<file path="config.mk">
export PLATFORM = sky130hd
export DESIGN_NAME = srx_receiver
export DESIGN_NICKNAME = d
export VERILOG_FILES = /design/src/rtl/srx_pkg.sv /design/src/rtl/srx_frame_fsm.sv /design/src/rtl/srx_status.sv /design/src/rtl/srx_receiver.sv
export SDC_FILE = /design/constraint.sdc
export NUM_CORES = 1
export LEC_CHECK = 0
export BUFFER_PORTS_ARGS = -buffer_cell sky130_fd_sc_hd__buf_2
export CAP_MARGIN = 20
export CORE_MARGIN = 2
export CORE_UTILIZATION = 60
export DETAILED_ROUTE_END_ITERATION = 8
export GPL_TIMING_DRIVEN = 0
export PLACE_DENSITY = 0.88
export SETUP_SLACK_MARGIN = 0.2
export SYNTH_ARGS = -nofsm -noshare
export SYNTH_HDL_FRONTEND = slang
export SYNTH_HIERARCHICAL = 1
export SYNTH_SLANG_ARGS = --single-unit
</file>
<file path="constraint.sdc">
create_clock -name clk -period 5.59 [get_ports clk]
set_input_delay 0.8385 -clock clk [delete_from_list [all_inputs] [get_ports clk]]
set_output_delay 0.8385 -clock clk [all_outputs]
set_load 0.1 [all_outputs]
</file>
<file path="src/rtl/srx_pkg.sv">
package srx_pkg;

    typedef enum logic [2:0] {
        ST_HUNT,
        ST_CONFIRM,
        ST_DATA,
        ST_PARITY,
        ST_STOP,
        ST_BREAK
    } srx_state_e;

    // Ticks per bit for a factor code (0=1x, 1=16x, 2=32x, 3=64x)
    function automatic logic [6:0] ticks_per_bit(input logic [1:0] code);
        logic [6:0] r;
        unique case (code)
            2'd0:    r = 7'd1;
            2'd1:    r = 7'd16;
            2'd2:    r = 7'd32;
            default: r = 7'd64;
        endcase
        return r;
    endfunction

endpackage

</file>
<file path="src/rtl/srx_frame_fsm.sv">
module srx_frame_fsm
    import srx_pkg::*;
#(
    parameter int DW = 8,
    parameter int CW = 7
) (
    input  logic          clk,
    input  logic          rst_n,
    input  logic          tick,
    input  logic          rx_in,
    input  logic          run,
    input  logic [1:0]    cfg_factor,
    input  logic [1:0]    cfg_len,
    input  logic          cfg_par_en,
    input  logic          cfg_par_odd,
    output logic          done,
    output logic [DW-1:0] char_out,
    output logic          perr_out,
    output logic          ferr_out,
    output logic          brk_start,
    output logic          brk_end
);
    localparam int IW = $clog2(DW);

    srx_state_e    state, nxt;
    logic [CW-1:0] cnt;
    logic [CW-1:0] bit_len, half_len;
    logic [IW-1:0] idx, last_idx;
    logic [DW-1:0] sr;
    logic          prev, par_acc, nz_acc, perr_hold;
    logic          one_x, at_pt, brk_done;

    always_comb begin
        bit_len  = CW'(ticks_per_bit(cfg_factor));
        one_x    = (cfg_factor == 2'd0);
        half_len = one_x ? CW'(1) : (bit_len >> 1);
        last_idx = IW'(cfg_len) + IW'(4);
        at_pt    = tick && (cnt == ((state == ST_CONFIRM) ? half_len - CW'(1)
                                                          : bit_len - CW'(1)));
        brk_done = tick && rx_in && (cnt == half_len - CW'(1));
    end

    // Next-state process
    always_comb begin
        nxt = state;
        unique case (state)
            ST_HUNT:    if (tick && prev && !rx_in) nxt = one_x ? ST_DATA : ST_CONFIRM;
            ST_CONFIRM: if (at_pt) nxt = rx_in ? ST_HUNT : ST_DATA;
            ST_DATA:    if (at_pt && idx == last_idx) nxt = cfg_par_en ? ST_PARITY : ST_STOP;
            ST_PARITY:  if (at_pt) nxt = ST_STOP;
            ST_STOP:    if (at_pt) nxt = (!rx_in && !nz_acc) ? ST_BREAK : ST_HUNT;
            ST_BREAK:   if (brk_done) nxt = ST_HUNT;
            default:    nxt = ST_HUNT;
        endcase
        if (!run) nxt = ST_HUNT;
    end

    // State register
    always_ff @(posedge clk or negedge rst_n) begin
        if (!rst_n) state <= ST_HUNT;
        else        state <= nxt;
    end

    // Datapath and output pulses
    always_ff @(posedge clk or negedge rst_n) begin
        if (!rst_n) begin
            cnt       <= '0;
            idx       <= '0;
            sr        <= '0;
            prev      <= 1'b0;
            par_acc   <= 1'b0;
            nz_acc    <= 1'b0;
            perr_hold <= 1'b0;
            done      <= 1'b0;
            char_out  <= '0;
            perr_out  <= 1'b0;
            ferr_out  <= 1'b0;
            brk_start <= 1'b0;
            brk_end   <= 1'b0;
        end else begin
            done      <= 1'b0;
            brk_start <= 1'b0;
            brk_end   <= 1'b0;
            if (!run) begin
                cnt  <= '0;
                prev <= 1'b0;
            end else if (tick) begin
                unique case (state)
                    ST_HUNT: begin
                        prev      <= rx_in;
                        cnt       <= '0;
                        idx       <= '0;
                        sr        <= '0;
                        par_acc   <= 1'b0;
                        nz_acc    <= 1'b0;
                        perr_hold <= 1'b0;
                    end
                    ST_CONFIRM: cnt <= at_pt ? '0 : cnt + CW'(1);
                    ST_DATA: begin
                        if (at_pt) begin
                            sr[idx] <= rx_in;
                            par_acc <= par_acc ^ rx_in;
                            nz_acc  <= nz_acc | rx_in;
                            idx     <= idx + IW'(1);
                            cnt     <= '0;
                        end else begin
                            cnt <= cnt + CW'(1);
                        end
                    end
                    ST_PARITY: begin
                        if (at_pt) begin
                            perr_hold <= par_acc ^ rx_in ^ cfg_par_odd;
                            nz_acc    <= nz_acc | rx_in;
                            cnt       <= '0;
                        end else begin
                            cnt <= cnt + CW'(1);
                        end
                    end
                    ST_STOP: begin
                        if (at_pt) begin
                            cnt <= '0;
                            if (rx_in) begin
                                done     <= 1'b1;
                                char_out <= sr;
                                perr_out <= perr_hold;
                                ferr_out <= 1'b0;
                                prev     <= 1'b1;
                            end else if (!nz_acc) begin
                                brk_start <= 1'b1;
                            end else begin
                                done     <= 1'b1;
                                char_out <= sr;
                                perr_out <= perr_hold;
                                ferr_out <= 1'b1;
                                prev     <= 1'b0;
                            end
                        end else begin
                            cnt <= cnt + CW'(1);
                        end
                    end
                    ST_BREAK: begin
                        if (brk_done) begin
                            brk_end <= 1'b1;
                            prev    <= 1'b1;
                            cnt     <= '0;
                        end else if (rx_in) begin
                            cnt <= cnt + CW'(1);
                        end else begin
                            cnt <= '0;
                        end
                    end
                    default: cnt <= '0;
                endcase
            end
        end
    end

    assert_len_zero_R1: assert property (@(posedge clk) disable iff (!rst_n)
        (done && cfg_len == 2'd0) |-> ((char_out >> 5) == '0));
    assert_onex_skip_R3: assert property (@(posedge clk) disable iff (!rst_n)
        (run && one_x && state == ST_HUNT) |=> (state != ST_CONFIRM));
    assert_ferr_low_R6: assert property (@(posedge clk) disable iff (!rst_n)
        (done && ferr_out) |-> !$past(rx_in));
    assert_brk_nochar_R7: assert property (@(posedge clk) disable iff (!rst_n)
        !(done && brk_start));
    assert_idle_off_R13: assert property (@(posedge clk) disable iff (!rst_n)
        !run |=> (state == ST_HUNT));

endmodule

</file>
<file path="src/rtl/srx_status.sv">
module srx_status #(
    parameter int DW = 8
) (
    input  logic          clk,
    input  logic          rst_n,
    input  logic          ld,
    input  logic [DW-1:0] ld_data,
    input  logic          ld_perr,
    input  logic          ld_ferr,
    input  logic          brk_start,
    input  logic          brk_end,
    input  logic          rd_stb,
    input  logic          clr_stb,
    input  logic          mask_rdy,
    input  logic          mask_chg,
    output logic [DW-1:0] hold,
    output logic          ready,
    output logic          perr,
    output logic          ferr,
    output logic          ovr,
    output logic          brk,
    output logic          dbrk,
    output logic          dsc,
    output logic          irq_n
);
    always_ff @(posedge clk or negedge rst_n) begin
        if (!rst_n) begin
            hold  <= '0;
            ready <= 1'b0;
            perr  <= 1'b0;
            ferr  <= 1'b0;
            ovr   <= 1'b0;
            brk   <= 1'b0;
            dbrk  <= 1'b0;
            dsc   <= 1'b0;
        end else begin
            if (ld) begin
                hold  <= ld_data;
                ready <= 1'b1;
            end else if (rd_stb) begin
                ready <= 1'b0;
            end

            if (ld && ready && !rd_stb) ovr <= 1'b1;
            else if (clr_stb)           ovr <= 1'b0;

            if (ld && ld_perr) perr <= 1'b1;
            else if (clr_stb)  perr <= 1'b0;

            if (ld && ld_ferr) ferr <= 1'b1;
            else if (clr_stb)  ferr <= 1'b0;

            if (brk_start)    brk <= 1'b1;
            else if (brk_end) brk <= 1'b0;

            if (brk_start || brk_end) dbrk <= 1'b1;
            else if (clr_stb)         dbrk <= 1'b0;

            if (dbrk && !clr_stb) dsc <= 1'b1;
            else if (clr_stb)     dsc <= 1'b0;
        end
    end

    always_comb irq_n = !((ready && mask_rdy) || (dsc && mask_chg));

    assert_ready_src_R9: assert property (@(posedge clk) disable iff (!rst_n)
        $rose(ready) |-> $past(ld));
    assert_read_clears_R9: assert property (@(posedge clk) disable iff (!rst_n)
        (rd_stb && !ld) |=> !ready);
    assert_overrun_R10: assert property (@(posedge clk) disable iff (!rst_n)
        (ld && ready && !rd_stb) |=> ovr);
    assert_perr_sticky_R11: assert property (@(posedge clk) disable iff (!rst_n)
        (perr && !clr_stb) |=> perr);
    assert_chg_irq_R12: assert property (@(posedge clk) disable iff (!rst_n)
        (dsc && mask_chg) |-> !irq_n);

endmodule

</file>
<file path="src/rtl/srx_receiver.sv">
module srx_receiver
    import srx_pkg::*;
#(
    parameter int DW = 8,
    parameter int CW = 7
) (
    input  logic          clk,
    input  logic          rst_n,
    input  logic          samp_tick,
    input  logic          rx_line,
    input  logic          rx_enable,
    input  logic          auto_enable,
    input  logic          carrier_n,
    input  logic [1:0]    cfg_factor,
    input  logic [1:0]    cfg_len,
    input  logic          cfg_par_en,
    input  logic          cfg_par_odd,
    input  logic          mask_ready,
    input  logic          mask_change,
    input  logic          rd_strobe,
    input  logic          status_clr,
    output logic [DW-1:0] rx_data,
    output logic          rx_ready,
    output logic          parity_err,
    output logic          framing_err,
    output logic          overrun_err,
    output logic          break_on,
    output logic          break_delta,
    output logic          change_flag,
    output logic          irq_n
);
    logic          run;
    logic          f_done, f_perr, f_ferr, f_bstart, f_bend;
    logic [DW-1:0] f_char;

    always_comb run = rx_enable && (!auto_enable || !carrier_n);

    srx_frame_fsm #(.DW(DW), .CW(CW)) u_fsm (
        .clk        (clk),
        .rst_n      (rst_n),
        .tick       (samp_tick),
        .rx_in      (rx_line),
        .run        (run),
        .cfg_factor (cfg_factor),
        .cfg_len    (cfg_len),
        .cfg_par_en (cfg_par_en),
        .cfg_par_odd(cfg_par_odd),
        .done       (f_done),
        .char_out   (f_char),
        .perr_out   (f_perr),
        .ferr_out   (f_ferr),
        .brk_start  (f_bstart),
        .brk_end    (f_bend)
    );

    srx_status #(.DW(DW)) u_stat (
        .clk      (clk),
        .rst_n    (rst_n),
        .ld       (f_done),
        .ld_data  (f_char),
        .ld_perr  (f_perr),
        .ld_ferr  (f_ferr),
        .brk_start(f_bstart),
        .brk_end  (f_bend),
        .rd_stb   (rd_strobe),
        .clr_stb  (status_clr),
        .mask_rdy (mask_ready),
        .mask_chg (mask_change),
        .hold     (rx_data),
        .ready    (rx_ready),
        .perr     (parity_err),
        .ferr     (framing_err),
        .ovr      (overrun_err),
        .brk      (break_on),
        .dbrk     (break_delta),
        .dsc      (change_flag),
        .irq_n    (irq_n)
    );

endmodule

</file>
# Word level (Yosys, flattened, before mapping)
# Index checks and enable logic that the tools add are counted.
# Widths: inputs -> output; s select.
[op_classes]
n_reduce_logical = 47
eq_ne = 22
order_cmp = 2
n_bitwise = 3
n_mux = 73
n_addsub = 5
[op_table]
columns = ["op", "count"]
rows = [
  ["$mux 7", 6],
  ["$mux 1", 40],
  ["$mux 3", 10],
  ["$mux 8", 3],
  ["$reduce_bool 2->1", 11],
  ["$pmux 7 s3", 1],
  ["$ne 3x3->1 const B", 6],
  ["$pmux 3 s6", 1],
  ["$logic_and 1x1->1", 16],
  ["$pmux 8 s2", 1],
  ["$eq 7x7->1", 2],
  ["$pmux 7 s2", 1],
  ["$sub 7x1->7 const B", 2],
  ["$reduce_and 4->1", 3],
  ["$reduce_and 5->1", 2],
  ["$bwmux 8", 1],
  ["$ne 4x4->1 const B", 2],
  ["$add 7x1->7 const B", 1],
  ["$logic_not 1->1", 7],
  ["$eq 3x2->1 const B", 2],
  ["$eq 3x3->1 const B", 2],
  ["$mux 6", 1],
  ["$ne 2x1->1 const B", 3],
  ["$pmux 1 s2", 3],
  ["other kinds (21)", 25],
]
[word_totals]
input_bits = 17
word_cells = 174
regBits = 53

# Longest topological paths before layout
# Gate-level depths: netlist (run 1).
[depth]
ltp_word = 11
ltp_mapped = 10

# Modules after synthesis
# Netlist (run 1), hierarchy kept.
[by_module_without_submodules]
columns = ["mod", "area_per_inst_um2", "n_inst", "cells_per_inst", "seq_area_each_um2"]
rows = [
  ["srx_frame_fsm", 2190.9, 1, 225, 950.9],
  ["srx_status", 580.6, 1, 36, 375.4],
  ["srx_receiver", 11.3, 1, 1, 0.0],
]

# Least setup slack after synthesis (run 1)
# Ideal clock, no wire load.
[synth_path]
path_type = "register to output"
start = "register u_stat.ready"
end = "output port irq_n"
setup_slack_ps = 2293
path_stages_with_launch = 2
arrival_ps = 2458
cell_sequence = "dfrtp_1 a22oi_1"
[synth_between]
elab_chain_cells = 3
[synth_lines]
columns = ["element", "line", "rtl"]
rows = [
  ["start: declaration", "srx_status.sv:17", "output logic ready,"],
  ["start signal: assignment", "srx_status.sv:29", "ready <= 1'b0;"],
  ["start signal: assignment", "srx_status.sv:39", "ready <= 1'b1;"],
  ["start signal: assignment", "srx_status.sv:41", "ready <= 1'b0;"],
  ["$logic_and 1x1->1", "srx_status.sv:64", "always_comb irq_n = !((ready && mask_rdy) || (dsc && mask_chg));"],
  ["$logic_or 1x1->1", "srx_status.sv:64", ""],
  ["$logic_not 1->1", "srx_status.sv:64", ""],
  ["end: declaration", "srx_receiver.sv:30", "output logic irq_n"],
]
# No other way between the ends.

# Worst setup path in the final report (run 1)
[layout_path]
start = "input port cfg_factor[0]"
end = "register u_fsm.idx[2]"
[layout_between]
elab_chain_cells = 9
[layout_lines]
columns = ["element", "line", "rtl"]
rows = [
  ["start: declaration", "srx_receiver.sv:14", "input logic [1:0] cfg_factor,"],
  ["$eq 2x2->1, or another cell as far along", "srx_pkg.sv:15", "unique case (code)"],
  ["$pmux 7 s3", "srx_pkg.sv:15", ""],
  ["$mux 6", "srx_frame_fsm.sv:36", "half_len = one_x ? CW'(1) : (bit_len >> 1);"],
  ["$sub 7x1->7", "srx_frame_fsm.sv:38", "at_pt = tick && (cnt == ((state == ST_CONFIRM) ? half_len - CW'(1)"],
  ["$mux 7 *", "srx_frame_fsm.sv:38", ""],
  ["$eq 7x7->1 *", "srx_frame_fsm.sv:38", ""],
  ["$logic_and 1x1->1 *", "srx_frame_fsm.sv:38", ""],
  ["$ne 2x1->1 (no line) *", "-", ""],
  ["$reduce_and 4->1 (no line) *", "-", ""],
  ["end signal: assignment", "srx_frame_fsm.sv:104", "idx <= idx + IW'(1);"],
  ["end: declaration", "srx_frame_fsm.sv:28", "logic [IW-1:0] idx, last_idx;"],
]
# Mark *: on every way between the ends. The rest lies on a longest branch, timed or not.
# A chain may end at the register's enable or synchronous reset.

==> qor.yml, run 1 <==
timing.final.ws_setup_ps: 2590
muxShareOfSynthArea: 0.0989
drtAntennaViolNets: 0
wl_per_cell_um: 16.5
path_cells: "buf_2 > nor2_1 > inv_1 > ha_1 > mux2i_1 > xor2_1 > nand4_2 > clkbuf_1 > clkbuf_1 > nand3_1 > a32o_1"
grt_max_degree: 42
cts.sinks: 53
grt-ovfl-total: 0
r2r_setup_slack_ps: 2810
clock_latency_ps: 320
multiInputGateArea_um2: 1350
crit_buf_inv: 4
tns_ps: 0
worstReg2RegStart: "u_fsm/state[2]$_DFFE_PN0P_"
grt_pass1_wl_um: 10100
syn_area_um2: 2780
ys_types: 51
max-vdd-ir-drop_mv: 0.110
cpPeakStageDelay_ps: 430
yosys_warnings: 6
io_buffers: 32
required_ps: 5800
synthXorXnorAreaFrac: 0.0346
die-area_um2: 5200
status: "complete, no violations"
yosys.area_share.adder: 0.0135
cts-root-buf: "clkbuf_8"
p_per_area_nw_per_um2: 211
layout_common_cells: "dfrtp_1 (53), buf_2 (33), nor2_1 (20), nand2_1 (16), o21ai_0 (15)"
fillers: 338
htree_num_levels: 2
p_leak_nw: 1.51
drt_iter0_drc: 183
ctsResizeCount: 0
ys_ff_latch: 53
n_antenna_cell: 0
cts_hold_buf: 0
crit_family: "buffers and inverters"
pin_count: 33
postCtsSetupRepairBufs: 0
cts-buffers-inserted: 5
syn-num-nets: 282
reg2reg_depth: 8
syn_avg_cell_area_um2: 10.6
synth_top_family_by_area: "compound AO/OA/AOI/OAI gates"
grt_pass1_vias: 2121
slew-limit-headroom: 0.610
dp_slack_ps: 2290
synth_top_area_share: 0.477
fp.coreArea_um2: 4410
chipWidth_um: 72.1
syn2layout_area_growth_pct: 12.2
hold_viol: 0
critical_path_class: "in2reg"
register_area_um2: 1330
synth_compound_area_frac: 0.171
slowest_stage: "clkbuf_1"
track_usage: 0.252
fmax_mhz: 333
drc: 0
cp_common_cell: "clkbuf_1"
cap_violations: 0
wl_um: 5860
crit_path_start_kind: "input port"
mostFrequentLayoutCell: "dfrtp_1"
row_count: 24
fin_nets: 322
final.min_clock_period_ps: 3000
synth-edff-count: 0
antenna_found_initial: 0
synthSimpleGateAreaFrac: 0.167
hold_path_class: "in2async"
critical_path.max_fanout: 10
worstReg2RegEnd: "u_fsm/idx[2]$_DFFE_PN0P_"
vias_per_cell: 6.16
drive_gt1_frac: 0.238
clk_pin_slew_ps: 100
synthTopCellsByArea: "dfrtp_1 (48%), mux2_2 (4.9%), a221o_1 (3.2%), mux2_4 (3.2%), nor2_1 (2.7%)"
cp.arrival_ps: 3220
finalSetupViolations: 0
start_util: 0.630
period_share: 0.537
final_max_slew_viol_count: 0
async_flop_share: 1.00
vias: 2188
cts_tree: "built"
worst_slew_pin_slew_ps: 583
die_y_um: 72.1
dp_hpwl_um: 4180
finalClockSkew_ps: 11.0
synthFlopType: "dfrtp_1"
yosysSeqAreaShare: 0.477
crit_path_end_kind: "flip-flop"
grt_setup_unrepaired: "false"
syn-instance-count: 262
dr.pass1.iters: 4
yosys.area.top_type: "dfrtp_1"
globalplace.congestion: 0.880
clock_path_buffers: 2
-- state kept, by name, indices dropped and copies added, names as in the netlist, 3 cells and up --
signal and count:
u_fsm/cnt 7, u_fsm/char_out 8, u_fsm/sr 8, u_stat/hold 8, u_fsm/state 3, u_fsm/idx 3
-- synthesized netlist by cell type (2+ instances only) --
master	number
a31o_2	2
and3b_1	2
a21oi_1	6
a32o_1	3
a221o_1	9
mux2i_1	5
nand2_1	16
xnor2_1	7
clkbuf_1	12
dfrtp_1	53
nor3b_1	2
mux2_4	6
nor2_1	20
a22o_2	2
xor2_1	4
nor3_1	5
inv_1	8
or3_1	2
nand3_1	12
a31oi_1	2
and3_1	7
nor2b_1	5
and2_1	2
a21o_1	3
nor4_1	2
buf_6	2
o21ai_0	15
a221oi_1	3
ha_1	3
or4_1	2
o311a_1	4
nand2b_1	5
mux2_2	12
a2bb2oi_1	2
-- worst max-delay path by stage --
stage / startpoint / endpoint / cells past startpoint
after detailed placement: cfg_factor[0] / u_fsm/idx[2]$_DFFE_PN0P_ / 11
final: cfg_factor[0] / u_fsm/idx[2]$_DFFE_PN0P_ / 11
after floorplan: u_stat/ready$_DFFE_PN0P_ / irq_n / 1
after CTS: cfg_factor[0] / u_fsm/idx[2]$_DFFE_PN0P_ / 11
after global placement: cfg_factor[0] / u_fsm/idx[2]$_DFFE_PN0P_ / 11
after global routing: cfg_factor[0] / u_fsm/par_acc$_DFFE_PN0P_ / 11
-- layer usage --
layer / share of wire / up-vias / GRT usage
met5: 0 / - / 0
met4: 0.016 / 0 / 0.0943
met3: 0.059 / 8 / 0.0514
met2: 0.47 / 71 / 0.399
met1: 0.46 / 1059 / 0.346
li1: - / 1050 / -
-- power by group --
part / switching, mW / leakage, nW / total [mW] / internal (mW)
logic: 0.0276 / 0.727 / 0.0434 / 0.0157
clock network: 0.139 / 0.0452 / 0.230 / 0.0915
registers: 0.000554 / 0.740 / 0.384 / 0.384
-- logic make-up after synthesis --
group | after synthesis
xor+xnor | 11
simple gates | 87
fa+ha+maj | 3
buf+inv | 24
flops | 53
mux | 23
compound gates | 61
-- worst reg2reg max path, cell delays in order (launching register included) --
cell	delay (ps)
dfrtp_1	460
nor3b_2	380
mux2i_1	300
xor2_1	130
nand4_2	180
clkbuf_1	390
clkbuf_1	440
nand3_1	140
a32o_1	270
-- per-stage QoR --
step                utilization  hold slack (ps)  power, mW  area, um2  instances
floorplan                     -              429      0.413       2780        262
global placement          0.681              438      0.432       3010        346
detailed placement        0.686              456      0.435       3030        347
CTS                       0.707              408      0.660       3120        355
global route              0.707              421      0.680       3120        355
finish                    0.707              410      0.658       3120        355
-- final cells by class --
| class | count | share of cell area |
|---|---|---|
| multi-input cells | 185 | 0.432 |
| repair buffers | 33 | 0.0577 |
| flip-flops and latches | 53 | 0.425 |
| well taps | 52 | 0.0208 |
| plain buffers | 16 | 0.0244 |
| clock buffers | 5 | 0.0220 |
| clock inverters | 3 | 0.00802 |
| inverters | 8 | 0.00962 |
Note: power is estimated with default switching activity, not from simulation.
==> run 2, diff against run 1 <==
Settings changed: CORE_UTILIZATION 60 to 52, PLACE_DENSITY 0.88 to 0.81.
Clock period 5.59 ns to 2.4 ns, I/O delays scaled along.
==> qor.yml, run 2 (same netlist as run 1, synthesis figures left out) <==
status: "complete, but fails checks"  # was complete, no violations
failed_checks: "setup timing"
cts_tree: "built"  # unchanged
register_area_um2: 1330  # about the same
worstReg2RegEnd: "u_fsm/sr[5]$_DFFE_PN0P_"  # was u_fsm/idx[2]$_DFFE_PN0P_
die_y_um: 77.2  # was 72.1 um
slew-limit-headroom: 0.553  # was 0.610
n_antenna_cell: 0  # unchanged
wl_per_cell_um: 17.0  # was 16.5 um
period_share: 1.01
p_leak_nw: 1.60  # was 1.51 nW
critical_path_class: "reg2reg"  # was in2reg
hold_path_class: "in2async"  # unchanged
finalSetupViolations: 5  # was 0
antenna_found_initial: 0  # unchanged
grt_pass1_wl_um: 10900  # was 10100 um
cts_hold_buf: 0  # unchanged
vias: 2326  # was 2188
grt-ovfl-total: 0  # unchanged
reg_top3: "u_fsm/char_out: 8 flops, u_fsm/sr: 8 flops, u_stat/hold: 8 flops"  # unchanged
final.min_clock_period_ps: 2420
cpPeakStageDelay_ps: 450  # was 430 ps
start_util: 0.541  # was 0.630
slowest_stage: "a2111o_1"  # was clkbuf_1
cts.sinks: 53  # unchanged
syn2layout_area_growth_pct: 21.1  # was 12.2%
dp_slack_ps: -425  # was 2290 ps
drc: 0  # unchanged
cap_violations: 0  # unchanged
crit_path_start_kind: "flip-flop"  # was input port
cts-buffers-inserted: 5  # unchanged
fp.coreArea_um2: 5140  # was 4410 um2
critical_path.max_fanout: 10  # unchanged
grt_max_degree: 31  # was 42
fin_nets: 334  # was 322
dp_hpwl_um: 4330  # was 4180 um
clock_latency_ps: 320  # about the same
pin_count: 33  # unchanged
drtAntennaViolNets: 0  # unchanged
path_cells: "nor3b_4 > mux2i_1 > xor2_1 > nand4_2 > a2111o_1 > buf_6 > a221o_1"  # was buf_2 > nor2_1 > inv_1 > ha_1 > mux2i_1 > xor2_1 > nand4_2 > clkbuf_1 > clkbuf_1 > nand3_1 > a32o_1
worst_slew_pin_slew_ps: 669  # was 583 ps
row_count: 26  # was 24
multiInputGateArea_um2: 1450  # was 1350 um2
mostFrequentLayoutCell: "dfrtp_1"  # unchanged
reg2reg_depth: 7  # was 8
chipWidth_um: 77.2  # was 72.1 um
worstReg2RegStart: "u_fsm/state[2]$_DFFE_PN0P_"  # unchanged
fmax_mhz: 413
clock_path_buffers: 2  # unchanged
final_max_slew_viol_count: 0  # unchanged
power_mw: 1.54  # was 658 uW
globalplace.congestion: 0.876  # was 0.880
crit_path_end_kind: "flip-flop"  # unchanged
drt_iter0_drc: 309  # was 183
max-vdd-ir-drop_mv: 0.198  # was 0.110 mV
drive_gt1_frac: 0.314  # was 0.238
r2r_setup_slack_ps: -20  # was 2810 ps
wl_um: 6540  # was 5860 um
p_per_area_nw_per_um2: 456  # was 211 nW/um2
holdWs_ps: 26.6  # was 410 ps
required_ps: 2610  # was 5800 ps
post-place-cells: 365  # was 347
endpoint: "u_fsm/sr[5]$_DFFE_PN0P_"  # was u_fsm/idx[2]$_DFFE_PN0P_
fillers: 400  # was 338
fin_cells: 385  # was 355
io_buffers: 32  # unchanged
finalClockSkew_ps: 13.6  # was 11.0 ps
grt_pass1_vias: 2273  # was 2121
layout_common_cells: "dfrtp_1 (51), buf_2 (32), nor2_1 (19), nand2_1 (16), o21ai_0 (13)"  # was dfrtp_1 (53), buf_2 (33), nor2_1 (20), nand2_1 (16), o21ai_0 (15)
clk_pin_slew_ps: 110  # was 100 ps
dr.pass1.iters: 5  # was 4
hold_viol: 0  # unchanged
final_cell_area_um2: 3370  # was 3120 um2
die-area_um2: 5950  # was 5200 um2
cp.arrival_ps: 2630  # was 3220 ps
dpl_cell_area_um2: 3060  # was 3030 um2
vias_per_cell: 6.04  # was 6.16
track_usage: 0.229  # was 0.252
timing.final.ws_setup_ps: -18.8  # was 2590 ps
setup.worst_path.start: "u_fsm/state[2]$_DFFE_PN0P_"  # was cfg_factor[0]
grt_setup_unrepaired: "true"  # was false
cts-root-buf: "clkbuf_8"  # unchanged
htree_num_levels: 2  # unchanged
[run 2: cell types whose count changed in the layout (fill, tap and decap cells not counted), moves of 2 or more]
cell,before,now
clkbuf_1,12,10
a221oi_1,3,1
a21oi_1,6,4
o21ai_0,15,13
dfrtp_2,0,2
buf_4,0,11
dfrtp_1,53,51
buf_6,2,4
[run 2: layer usage]
metal | share of wire | global-route usage | wire length, um | up-vias
met2 | 0.49 | 0.377 | 3200 | 102
met1 | 0.42 | 0.293 | 2750 | 1123
met5 | 0 | 0 | 0 | -
met3 | 0.059 | 0.0341 | 383 | 27
met4 | 0.032 | 0.114 | 211 | 0
li1 | - | - | - | 1074
[run 2: worst min path at each step]
stage	endpoint	slack [ps]	start
6_report	u_fsm/state[0]$_DFFE_PN0P_	30	rst_n
5_1_grt	u_fsm/sr[3]$_DFFE_PN0P_	70	rst_n
4_1_cts	u_fsm/state[0]$_DFFE_PN0P_	40	rst_n
3_5_place_dp	u_fsm/state[0]$_DFFE_PN0P_	380	rst_n
3_3_place_gp	u_stat/dbrk$_DFFE_PN0P_	440	u_fsm/brk_end$_DFF_PN0_
2_1_floorplan	u_fsm/brk_end$_DFF_PN0_	60	rst_n
[run 2: repair_timing]
| action | CTS | global route |
|---|---|---|
| endpoints found under the setup margin | 37 | 36 |
| cloned | 0 | 1 |
| buffers inserted | 7 | 4 |
| resized for setup | 17 | 13 |
| pin swaps | 5 | 5 |
[run 2: cell type report]
class,instances,area share
repair buffers,45,0.0813
flip-flops and latches,53,0.394
clock inverters,3,0.00742
well taps,70,0.0260
inverters,8,0.00891
multi-input cells,185,0.431
plain buffers,16,0.0308
clock buffers,5,0.0204
[run 2: worst max-delay path, delay by kind of cell, from the launching register on]
kind / cells / cell delay (ps)
xor gates and xnor gates: 1 / 200
muxes: 1 / 260
AOI/OAI and AO/OA: 2 / 800
buffers and inverters: 1 / 170
DFF: 1 / 440
and+or+nand+nor: 2 / 450
[run 2: per-stage QoR]
step                      TNS (ps)  utilization
after CTS                     -706        0.639
after detailed placement     -8700        0.596
after global placement       -5690        0.592
final                        -65.3        0.656
after floorplan                  0            -
after global routing         -1610        0.656
[run 2: power by group]
group / switching [mW] / internal, mW
sequential: 0.000882 / 0.894
combinational: 0.0703 / 0.0416
clock: 0.319 / 0.211
total: 0.390 / 1.15
